`src/rtl/lapic_tmr_pkg.sv`:
```
package lapic_tmr_pkg;

  typedef enum logic [1:0] {
    SEL_LVT  = 2'd0,
    SEL_INIT = 2'd1,
    SEL_CUR  = 2'd2,
    SEL_DIV  = 2'd3
  } reg_sel_e;

  localparam int VEC_W        = 8;
  localparam int LVT_MASK_BIT = 16;
  localparam int LVT_PER_BIT  = 17;
  localparam int DIV_CODE_W   = 3;
  localparam int SHIFT_W      = 3;

  // code 0..6 -> shift 1..7, code 7 -> shift 0 (wraps)
  function automatic logic [SHIFT_W-1:0] div_shift(input logic [DIV_CODE_W-1:0] code);
    return code + 3'd1;
  endfunction

endpackage

```
`src/rtl/lapic_tmr_regs.sv`:
```
module lapic_tmr_regs
  import lapic_tmr_pkg::*;
#(
  parameter int COUNT_W = 32,
  parameter int REG_W   = 32
) (
  input  logic                  clk_i,
  input  logic                  rst_ni,
  input  logic                  wr_en_i,
  input  logic [1:0]            wr_sel_i,
  input  logic [REG_W-1:0]      wr_data_i,
  output logic [VEC_W-1:0]      vec_o,
  output logic                  mask_o,
  output logic                  lvt_per_o,
  output logic                  per_act_o,
  output logic [COUNT_W-1:0]    init_o,
  output logic [DIV_CODE_W-1:0] div_code_o,
  output logic                  load_o,
  output logic [COUNT_W-1:0]    load_val_o
);

  reg_sel_e sel;
  logic     lvt_we, div_we;

  logic [VEC_W-1:0]      vec_q, vec_d;
  logic                  mask_q, mask_d;
  logic                  lper_q, lper_d;
  logic                  pact_q, pact_d;
  logic [COUNT_W-1:0]    init_q, init_d;
  logic [DIV_CODE_W-1:0] div_q, div_d;

  logic unused_bits;
  assign unused_bits = ^{wr_data_i[REG_W-1:LVT_PER_BIT+1], wr_data_i[2]};

  assign sel        = reg_sel_e'(wr_sel_i);
  assign lvt_we     = wr_en_i && (sel == SEL_LVT);
  assign div_we     = wr_en_i && (sel == SEL_DIV);
  assign load_o     = wr_en_i && (sel == SEL_INIT);
  assign load_val_o = wr_data_i[COUNT_W-1:0];

  always_comb begin
    vec_d  = vec_q;
    mask_d = mask_q;
    lper_d = lper_q;
    pact_d = pact_q;
    init_d = init_q;
    div_d  = div_q;
    if (lvt_we) begin
      vec_d  = wr_data_i[VEC_W-1:0];
      mask_d = wr_data_i[LVT_MASK_BIT];
      lper_d = wr_data_i[LVT_PER_BIT];
    end
    if (load_o) begin
      init_d = load_val_o;
      pact_d = lper_q;            // mode is taken at load time
    end
    if (div_we) begin
      div_d = {wr_data_i[3], wr_data_i[1], wr_data_i[0]};
    end
  end

  always_ff @(posedge clk_i or negedge rst_ni) begin
    if (!rst_ni) begin
      vec_q  <= '0;
      mask_q <= 1'b1;
      lper_q <= 1'b0;
      pact_q <= 1'b0;
      init_q <= '0;
      div_q  <= '0;
    end else begin
      vec_q  <= vec_d;
      mask_q <= mask_d;
      lper_q <= lper_d;
      pact_q <= pact_d;
      init_q <= init_d;
      div_q  <= div_d;
    end
  end

  assign vec_o      = vec_q;
  assign mask_o     = mask_q;
  assign lvt_per_o  = lper_q;
  assign per_act_o  = pact_q;
  assign init_o     = init_q;
  assign div_code_o = div_q;

endmodule

```
`src/rtl/lapic_tmr_elapsed.sv`:
```
module lapic_tmr_elapsed
  import lapic_tmr_pkg::*;
#(
  parameter int TIME_W = 48
) (
  input  logic                  clk_i,
  input  logic                  rst_ni,
  input  logic                  load_i,
  input  logic [TIME_W-1:0]     time_now_i,
  input  logic [DIV_CODE_W-1:0] div_code_i,
  output logic [TIME_W-1:0]     elapsed_o
);

  logic [TIME_W-1:0]  load_time_q, load_time_d;
  logic [TIME_W-1:0]  raw_diff;
  logic [SHIFT_W-1:0] shift;

  always_comb begin
    load_time_d = load_time_q;
    if (load_i) load_time_d = time_now_i;
  end

  always_ff @(posedge clk_i or negedge rst_ni) begin
    if (!rst_ni) load_time_q <= '0;
    else         load_time_q <= load_time_d;
  end

  assign shift     = div_shift(div_code_i);
  assign raw_diff  = time_now_i - load_time_q;
  assign elapsed_o = raw_diff >> shift;

  // input contract: the time base never jumps by more than one step
  AST_TB_STEP: assert property (@(posedge clk_i) disable iff (!rst_ni)
    (time_now_i - $past(time_now_i)) <= TIME_W'(1));

endmodule

```
`src/rtl/lapic_tmr_expiry.sv`:
```
module lapic_tmr_expiry
  import lapic_tmr_pkg::*;
#(
  parameter int TIME_W  = 48,
  parameter int COUNT_W = 32
) (
  input  logic               clk_i,
  input  logic               rst_ni,
  input  logic               load_i,
  input  logic [COUNT_W-1:0] load_val_i,
  input  logic               per_i,
  input  logic               mask_i,
  input  logic [VEC_W-1:0]   vec_i,
  input  logic [COUNT_W-1:0] init_i,
  input  logic [TIME_W-1:0]  elapsed_i,
  output logic               irq_o,
  output logic [VEC_W-1:0]   irq_vec_o,
  output logic [COUNT_W-1:0] cur_count_o
);

  localparam logic [TIME_W-1:0] ONE = TIME_W'(1);

  logic [TIME_W-1:0] next_q, next_d;
  logic              armed_q, armed_d;
  logic              irq_q, irq_d;
  logic [VEC_W-1:0]  ivec_q, ivec_d;

  logic [TIME_W-1:0] ic_ext, period, eff_next, per_diff, os_diff;
  logic              hit;

  assign ic_ext = TIME_W'(init_i);
  assign period = ic_ext + ONE;
  assign hit    = armed_q && (elapsed_i >= next_q);

  always_comb begin
    next_d  = next_q;
    armed_d = armed_q;
    irq_d   = 1'b0;
    if (load_i) begin
      next_d  = TIME_W'(load_val_i) + ONE;
      armed_d = (load_val_i != '0);
    end else begin
      if (hit) irq_d = !mask_i;
      if (per_i) begin
        if (hit) next_d = next_q + period;
      end else if (hit || (armed_q && mask_i && (elapsed_i >= ic_ext))) begin
        armed_d = 1'b0;
      end
    end
    ivec_d = ivec_q;
    if (irq_d) ivec_d = vec_i;
  end

  always_ff @(posedge clk_i or negedge rst_ni) begin
    if (!rst_ni) begin
      next_q  <= ONE;
      armed_q <= 1'b0;
      irq_q   <= 1'b0;
      ivec_q  <= '0;
    end else begin
      next_q  <= next_d;
      armed_q <= armed_d;
      irq_q   <= irq_d;
      ivec_q  <= ivec_d;
    end
  end

  // current count from elapsed ticks and the tracked next expiry
  assign eff_next = (elapsed_i >= next_q) ? next_q + period : next_q;
  assign per_diff = eff_next - ONE - elapsed_i;
  assign os_diff  = ic_ext - elapsed_i;

  logic unused_hi;
  assign unused_hi = ^{per_diff[TIME_W-1:COUNT_W], os_diff[TIME_W-1:COUNT_W]};

  always_comb begin
    if (per_i) begin
      cur_count_o = (init_i == '0) ? '0 : per_diff[COUNT_W-1:0];
    end else begin
      cur_count_o = (elapsed_i >= ic_ext) ? '0 : os_diff[COUNT_W-1:0];
    end
  end

  assign irq_o     = irq_q;
  assign irq_vec_o = ivec_q;

  AST_IRQ_SINGLE: assert property (@(posedge clk_i) disable iff (!rst_ni)
    irq_o |=> !irq_o);
  AST_MASK_QUIET: assert property (@(posedge clk_i) disable iff (!rst_ni)
    mask_i |=> !irq_o);
  AST_ZERO_STOP: assert property (@(posedge clk_i) disable iff (!rst_ni)
    (load_i && (load_val_i == '0)) |=> ##1 !irq_o);
  AST_PERIOD_ZERO: assert property (@(posedge clk_i) disable iff (!rst_ni)
    (per_i && (init_i == '0)) |=> !irq_o);
  AST_COUNT_RANGE: assert property (@(posedge clk_i) disable iff (!rst_ni)
    cur_count_o <= init_i);

endmodule

```
`src/rtl/lapic_timer.sv`:
```
module lapic_timer
  import lapic_tmr_pkg::*;
#(
  parameter int COUNT_W = 32,
  parameter int TIME_W  = 48
) (
  input  logic              clk_i,
  input  logic              rst_ni,
  input  logic [TIME_W-1:0] time_now_i,
  input  logic              wr_en_i,
  input  logic [1:0]        wr_sel_i,
  input  logic [31:0]       wr_data_i,
  input  logic [1:0]        rd_sel_i,
  output logic [31:0]       rd_data_o,
  output logic              irq_o,
  output logic [7:0]        irq_vec_o
);

  localparam int REG_W = 32;

  logic rst_meta_q, rst_sync_q;

  always_ff @(posedge clk_i or negedge rst_ni) begin
    if (!rst_ni) begin
      rst_meta_q <= 1'b0;
      rst_sync_q <= 1'b0;
    end else begin
      rst_meta_q <= 1'b1;
      rst_sync_q <= rst_meta_q;
    end
  end

  logic [VEC_W-1:0]      vec;
  logic                  mask, lvt_per, per_act, load;
  logic [COUNT_W-1:0]    init_cnt, load_val, cur_cnt;
  logic [DIV_CODE_W-1:0] div_code;
  logic [TIME_W-1:0]     elapsed;

  lapic_tmr_regs #(.COUNT_W(COUNT_W), .REG_W(REG_W)) regs_i (
    .clk_i      (clk_i),
    .rst_ni     (rst_sync_q),
    .wr_en_i    (wr_en_i),
    .wr_sel_i   (wr_sel_i),
    .wr_data_i  (wr_data_i),
    .vec_o      (vec),
    .mask_o     (mask),
    .lvt_per_o  (lvt_per),
    .per_act_o  (per_act),
    .init_o     (init_cnt),
    .div_code_o (div_code),
    .load_o     (load),
    .load_val_o (load_val)
  );

  lapic_tmr_elapsed #(.TIME_W(TIME_W)) elapsed_i (
    .clk_i      (clk_i),
    .rst_ni     (rst_sync_q),
    .load_i     (load),
    .time_now_i (time_now_i),
    .div_code_i (div_code),
    .elapsed_o  (elapsed)
  );

  lapic_tmr_expiry #(.TIME_W(TIME_W), .COUNT_W(COUNT_W)) expiry_i (
    .clk_i       (clk_i),
    .rst_ni      (rst_sync_q),
    .load_i      (load),
    .load_val_i  (load_val),
    .per_i       (per_act),
    .mask_i      (mask),
    .vec_i       (vec),
    .init_i      (init_cnt),
    .elapsed_i   (elapsed),
    .irq_o       (irq_o),
    .irq_vec_o   (irq_vec_o),
    .cur_count_o (cur_cnt)
  );

  always_comb begin
    rd_data_o = '0;
    unique case (reg_sel_e'(rd_sel_i))
      SEL_LVT: begin
        rd_data_o[VEC_W-1:0]    = vec;
        rd_data_o[LVT_MASK_BIT] = mask;
        rd_data_o[LVT_PER_BIT]  = lvt_per;
      end
      SEL_INIT: rd_data_o = REG_W'(init_cnt);
      SEL_CUR:  rd_data_o = REG_W'(cur_cnt);
      SEL_DIV:  rd_data_o[3:0] = {div_code[2], 1'b0, div_code[1], div_code[0]};
      default:  rd_data_o = '0;
    endcase
  end

endmodule

```
`config.mk`:
```
export PLATFORM = sky130hd
export DESIGN_NAME = lapic_timer
export DESIGN_NICKNAME = d
export VERILOG_FILES = /design/src/rtl/lapic_tmr_pkg.sv /design/src/rtl/lapic_tmr_regs.sv /design/src/rtl/lapic_tmr_elapsed.sv /design/src/rtl/lapic_tmr_expiry.sv /design/src/rtl/lapic_timer.sv
export SDC_FILE = /design/constraint.sdc
export NUM_CORES = 1
export LEC_CHECK = 0
export BUFFER_PORTS_ARGS = -buffer_cell sky130_fd_sc_hd__buf_2
export CAP_MARGIN = 20
export CORE_UTILIZATION = 35
export CTS_BUF_LIST = sky130_fd_sc_hd__clkbuf_8
export DETAILED_ROUTE_END_ITERATION = 6
export GPL_ROUTABILITY_DRIVEN = 0
export HOLD_SLACK_MARGIN = 0.15
export SLEW_MARGIN = 20
export SYNTH_ARGS = -nofsm -noshare
export SYNTH_HDL_FRONTEND = slang
export SYNTH_SLANG_ARGS = --single-unit
```
`constraint.sdc`:
```
create_clock -name clk_i -period 11.4 [get_ports clk_i]
set_clock_uncertainty 0.1 [all_clocks]
set_input_delay 1.14 -clock clk_i [delete_from_list [all_inputs] [get_ports clk_i]]
set_output_delay 1.14 -clock clk_i [all_outputs]
set_load 0.005 [all_outputs]
```
---- Word level (Yosys, flattened, before mapping) ----
Index checks and enable logic that the tools add are counted.
storage, ports and cells
  register bits ........................... 154
  input port bits ......................... 87
  output and inout bits ................... 41
  logic and storage cells ................. 64
operators by class
  add/sub/neg operators ................... 8
  $lt $le $gt $ge ......................... 2
  equality and inequality tests ........... 6
  shift-type cells ........................ 1
  muxes and demuxes ....................... 17
  reductions and logical operators ........ 17
operator list
  kind                                                number
  2-to-1 mux 48 bit                                   3
  2-to-1 mux 32 bit                                   4
  adder 32 x 1 -> 33 bit, second input constant       2
  subtractor 32 bit                                   2
  adder 48 x 33 -> 48 bit                             1
  greater-or-equal comparator 48 x 32 -> 1 bit        1
  greater-or-equal comparator 48 bit                  1
  right shift 48 x 3 -> 48 bit                        1
  subtractor 48 bit                                   1
  zero test 32 bit                                    1
  nonzero test 32 bit                                 1
  subtractor 32 x 1 -> 32 bit, second input constant  1
  case mux 14 bit (2 select lines)                    1
  case mux 4 bit (4 select lines)                     1
  case mux 8 bit (2 select lines)                     1
  case mux 4 bit (3 select lines)                     1
  == test 2 bit, second input constant                3
  logical AND 1 bit                                   6
  case mux 2 bit (3 select lines)                     1
  nonzero test 2 bit                                  3
  2-to-1 mux 1 bit                                    5
  == test 2 x 1 -> 1 bit, second input constant       2
  zero test 2 bit                                     2
  AND reduction 2 bit                                 2
  4 further kinds                                     4

---- Longest topological paths before layout ----
  depth in word-level cells ............... 9
  gate-level depth with buffers ........... 42
  gate-level depth less buffers ........... 40

---- Hierarchy ----
Synthesis repeated with hierarchy kept, for this count alone.
unflattened totals
  cell total of the unflattened synthesis .. 2701
  area, all modules ....................... 20784.9 um2
modules (own cells, without submodules)
  module             times used  cells an instance  area an instance (um2)  sequential area each (um2)
  lapic_tmr_expiry   1           1455               10670.2                 1452.6
  lapic_tmr_elapsed  1           1026               7362.1                  1201.2
  lapic_tmr_regs     1           132                2097.0                  1152.4
  lapic_timer        1           88                 655.6                   50.0

---- Worst setup path before layout ----
OpenSTA, ideal clock, no wires.
  path type ............................... input-to-output
  from .................................... input port time_now_i[0]
  to ...................................... output port rd_data_o[31]
  arrival time ............................ 8.639 ns
  data required time ...................... 10.160 ns
  slack ................................... 1.521 ns
  stages on the path ...................... 39
  buffers on the path ..................... 2
  cell sequence ........................... inv_1 ha_1 inv_1 fa_1 a211oi_1 o21ai_1 nand2_1 a211oi_1 nand2b_1 a21oi_1 xnor2_1 mux2_2 mux2i_1 nor2_1 or2_2 ha_1 a21o_1 a21oi_1 (+3 left out) a221o_1 clkbuf_1 clkbuf_1 nor2_1 a21oi_1 ha_1 a21oi_1 o21bai_1 nor4b_1 nor3b_1 and2_1 o31ai_1 o21bai_1 o311a_1 o22ai_1 xor2_1 xnor2_1 o211ai_1
on the way
  longest elaborated chain between the ends .. 9
  elaborated cells between the ends (all ways) .. 12
  classes of those cells .................. 4 x add/sub; 2 x order compare; 1 x shift; 5 x mux
ends and longest elaborated chain
  what                                RTL line                 RTL
  from (decl)                         lapic_timer.sv:9         input logic [TIME_W-1:0] time_now_i,
  subtractor 48 bit *                 lapic_tmr_elapsed.sv:29  assign raw_diff = time_now_i - load_time_q;
  right shift 48 x 3 -> 48 bit *      lapic_tmr_elapsed.sv:30  assign elapsed_o = raw_diff >> shift;
  greater-or-equal comparator 48 bit  lapic_tmr_expiry.sv:69   assign eff_next = (elapsed_i >= next_q) ? next_q + period : next_q;
  2-to-1 mux 32 bit                   lapic_tmr_expiry.sv:69
  subtractor 32 x 1 -> 32 bit         lapic_tmr_expiry.sv:70   assign per_diff = eff_next - ONE - elapsed_i;
  subtractor 32 bit                   lapic_tmr_expiry.sv:70
  2-to-1 mux 32 bit                   lapic_tmr_expiry.sv:78   cur_count_o = (init_i == '0) ? '0 : per_diff[COUNT_W-1:0];
  2-to-1 mux 32 bit *                 lapic_tmr_expiry.sv:77   if (per_i) begin
  case mux 14 bit (2 select lines) *  lapic_timer.sv:81        unique case (reg_sel_e'(rd_sel_i))
  to (decl)                           lapic_timer.sv:14        output logic [31:0] rd_data_o,
Every way passes the cells marked *; elsewhere a longest branch is shown, timed or not.

---- Final worst setup path ----
  from .................................... input port time_now_i[18]
  to ...................................... output port rd_data_o[31]
Same word-level chain as after synthesis.

==> impl_metrics.py <==
metrics = {
    "die": {
        "core_sq_um": 56600,
        "start_util": 0.356,
        "row_count": 87,
        "die_w_microns": 242,
        "die_y_microns": 242,
        "die-area_sq_um": 58500,
        "boundaryPins": 128,
    },
    "logic_synthesis": {
        "synth_edf_count": 0,
        "synth_top_area_share": 0.189,
        "async_reset_ff_frac": 1.00,
        "synth_area_leaders": "dfrtp_1 (19%), ha_1 (14%), a21oi_1 (5.5%), nand2_1 (5.5%), o21ai_0 (5.2%)",
        "yosysTopAreaCell": "dfrtp_1",
        "synth.distinct_cells": 101,
        "synth_top_flop_cell": "dfrtp_1",
        "syn_area_per_cell_sq_um": 7.63,
        "synthTopCellsByCount": "nand2_1 (295), ha_1 (229), a21oi_1 (222)",
        "syn_nets": 2961,
        "synth.most_common_cell": "nand2_1",
        "synth.yosys.seq_area_share": 0.191,
        "synth-seq-cells": 154,
        "ys_warn_count": 0,
        "synth_cells": 2641,
        "syn-cell-area_sq_um": 20100,
    },
    "power_and_ir_drop": {
        "leakagePower_nw": 9.70,
        "peakVddDrop_uv": 210,
        "comb_power_share": 0.829,
        "power_density_nw_per_um2": 337,
        "seqPwrFrac": 0.109,
        "netSwitchingPower_w": 0.00410,
        "p_clk_frac": 0.062,
        "total_power_w": 0.00738,
        "sw_frac_of_total": 0.555,
        "internal_power_w": 0.00328,
    },
    "global_routing": {
        "grt_overflow_total": 0,
        "grt_pass1_vias": 19700,
        "grt_max_degree": 94,
        "antenna_found_initial": 1,
        "grt_pass1_wl_mm": 113,
        "grt.total_usage": 0.244,
    },
    "clocking": {
        "hold_buffers": 0,
        "clock_sinks": 154,
        "cts_buffers": 17,
        "clk_path_buf_depth": 2,
        "clock_latency_ns": 0.59,
        "clkTransAtPathRegs_ns": 0.09,
        "clock-root-buffer": "clkbuf_8",
        "cts_tree": "built",
        "cts_max_level": 4,
    },
    "drt": {
        "drtIter0Drc": 1983,
        "routed_wl_mm": 72.0,
        "routedWlPerCell_microns": 20.8,
        "final_antenna_net_count": 0,
        "drc_errors": 1,
        "dr.pass1.iters": 7,
        "vias": 20200,
        "viasPerCell": 5.84,
    },
    "status": {
        "status": "finished, violations left",
        "violations": "design-rule violations",
    },
    "sta": {
        "relSlewSlack": 0.362,
        "fin_crit_sh": 0.961,
        "min_period_ns": 10.96,
        "finalMaxSlewViolations": 0,
        "clock.fmax_ghz": 0.0913,
        "worst_slew_pin_slew_ns": 0.932,
        "setup_viol_count_final": 0,
        "hold_viol_final": 0,
    },
    "finish": {
        "finalNetCount": 3012,
        "final_cell_area_sq_um": 21900,
        "regArea_sq_um": 3860,
        "multi_input_area_sq_um": 15100,
        "area_delta_synth_final_pct": 8.84,
        "insertedDiodeCount": 0,
        "layout-drive-gt1-share": 0.121,
        "fillers": 5852,
    },
    "critical_path": {
        "critical-path-max-stage-delay_ns": 0.47,
        "slowest_stage": "a221o_2",
        "critical_path_required_ns": 10.16,
        "crit_type": "primary input to output pin",
        "crit_top_cell": "nand2_1",
        "crit_fanout": 22,
        "startpoint_type": "primary input",
        "cp_data_arrival_time_ns": 9.72,
        "end_kind": "output pin",
    },
    "place": {
        "numPortBuffers": 127,
        "hpwlAfterDp_mm": 58.0,
        "dpl_cell_area_sq_um": 21400,
    },
    "run": {
        "drv_cap": 0,
    },
    "min_path": {
        "hp-class": "primary input to asynchronous set/reset pin",
    },
}
-- layer usage --
| metal | track usage | vias up | wire length, microns | share of wire |
|---|---|---|---|---|
| met5 | 0 | - | 0 | 0 |
| met4 | 0.112 | 0 | 3220 | 0.045 |
| met3 | 0.0436 | 162 | 5110 | 0.071 |
| met2 | 0.400 | 849 | 33200 | 0.46 |
| met1 | 0.311 | 9561 | 30500 | 0.42 |
| li1 | - | 9643 | - | - |
-- flip-flops by register name (all words and copies together) (netlist names) --
name,count
regs_i.lvt_per_o,1
rst_sync_q,1
expiry_i.armed_q,1
regs_i.vec_o,8
regs_i.init_o,32
regs_i.mask_o,1
regs_i.div_code_o,3
elapsed_i.load_time_q,48
expiry_i.irq_o,1
expiry_i.next_q,48
rst_meta_q,1
expiry_i.irq_vec_o,8
regs_i.per_act_o,1
-- path summary, 6_finish.rpt --
path | start | to | depth (start not counted) | slack, ns
min in group clk_i | rst_meta_q | rst_sync_q | 0 | 0.26
max reg2reg | elapsed_i.load_time_q[0] | expiry_i.armed_q | 25 | 3.81
min | rst_ni | rst_sync_q | 1 | 0.23
max in group asynchronous | rst_sync_q | regs_i.init_o[18] | 2 | 9.03
min reg2reg | rst_sync_q | elapsed_i.load_time_q[40] | 0 | 0.26
max | time_now_i[18] | rd_data_o[31] | 41 | 0.44
-- critical path: cells and delay by family --
family                     cells  cell delay [ns]
AOI/OAI and AO/OA             17             3.88
and+or+nand+nor               12             2.09
adders and majority gates      3             0.94
buffers and inverters          5             0.91
xor gates and xnor gates       3             0.50
muxes                          1             0.21
-- power groups by stage --
stage / clock network [W] / registers [W] / logic, W
after floorplan: 0 / 0.000769 / 0.00440
after global placement: 0 / 0.000812 / 0.00579
after detailed placement: 0 / 0.000814 / 0.00588
after CTS: 0.000476 / 0.000804 / 0.00593
after global routing: 0.000492 / 0.000823 / 0.00666
final: 0.000456 / 0.000806 / 0.00612
-- logic make-up (layout without fill, tap and decap cells) --
kind of cell,count (synthesis),in the layout,synth area share
flops,154,154,0.191
xor+xnor,161,161,0.0700
other cells,1,1,0.000186
compound gates,837,837,0.270
buf+inv,322,386,0.0637
mux,103,103,0.0552
fa+ha+maj,233,233,0.146
simple gates,830,830,0.203
-- cell type report --
| type | instances | area share |
|---|---|---|
| tap | 756 | 0.0432 |
| multi-input combinational | 2165 | 0.689 |
| inverter | 196 | 0.0336 |
| timing repair buffer | 158 | 0.0398 |
| clock inverter | 14 | 0.00702 |
| clock buffer | 18 | 0.0113 |
| sequential | 154 | 0.176 |
-- cell usage in the layout (no fill, tap or decap), types with 17 or more instances in the layout --
| cell | Yosys | layout |
|---|---|---|
| and2_1 | 17 | 17 |
| mux2i_1 | 65 | 64 |
| dfrtp_1 | 152 | 150 |
| o21bai_1 | 23 | 23 |
| a211oi_1 | 50 | 48 |
| mux2_2 | 34 | 34 |
| nor3_1 | 35 | 33 |
| or3_1 | 26 | 26 |
| o21ai_0 | 210 | 208 |
| a31oi_1 | 17 | 17 |
| clkbuf_8 | 0 | 18 |
| a21oi_1 | 222 | 219 |
| nor2b_1 | 24 | 24 |
| nand4_1 | 59 | 59 |
| ha_1 | 229 | 229 |
| nand2_1 | 295 | 295 |
| o21ai_1 | 21 | 23 |
| inv_1 | 192 | 192 |
| nor4_1 | 22 | 21 |
| o21a_1 | 21 | 21 |
| buf_4 | 3 | 30 |
| nand2b_1 | 28 | 28 |
| buf_2 | 24 | 127 |
| nor2_1 | 183 | 181 |
| a211oi_2 | 17 | 19 |
| or2_2 | 20 | 20 |
| a21o_1 | 92 | 92 |
| nand3_1 | 52 | 52 |
| xor2_1 | 63 | 62 |
| xnor2_1 | 98 | 97 |
| a22oi_1 | 22 | 22 |
-- metrics by stage --
stage	TNS (ns)	hold slack [ns]	setup WS, ns	instances	utilization
after floorplan	0	0.231	1.52	2641	-
after global placement	0	0.239	0.113	3427	0.379
after detailed placement	0	0.237	0.172	3427	0.379
after CTS	0	0.179	0.105	3459	0.386
after global routing	-0.0203	0.195	-0.0131	3461	0.387
final	0	0.234	0.441	3461	0.387
-- what timing repair did --
item | CTS | global route
setup endpoints to repair | 0 | 20
hold endpoints to repair | 0 | 0
resized for setup | 0 | 14
buffers inserted | 0 | 2
Note: power is estimated with default switching activity, not from simulation.
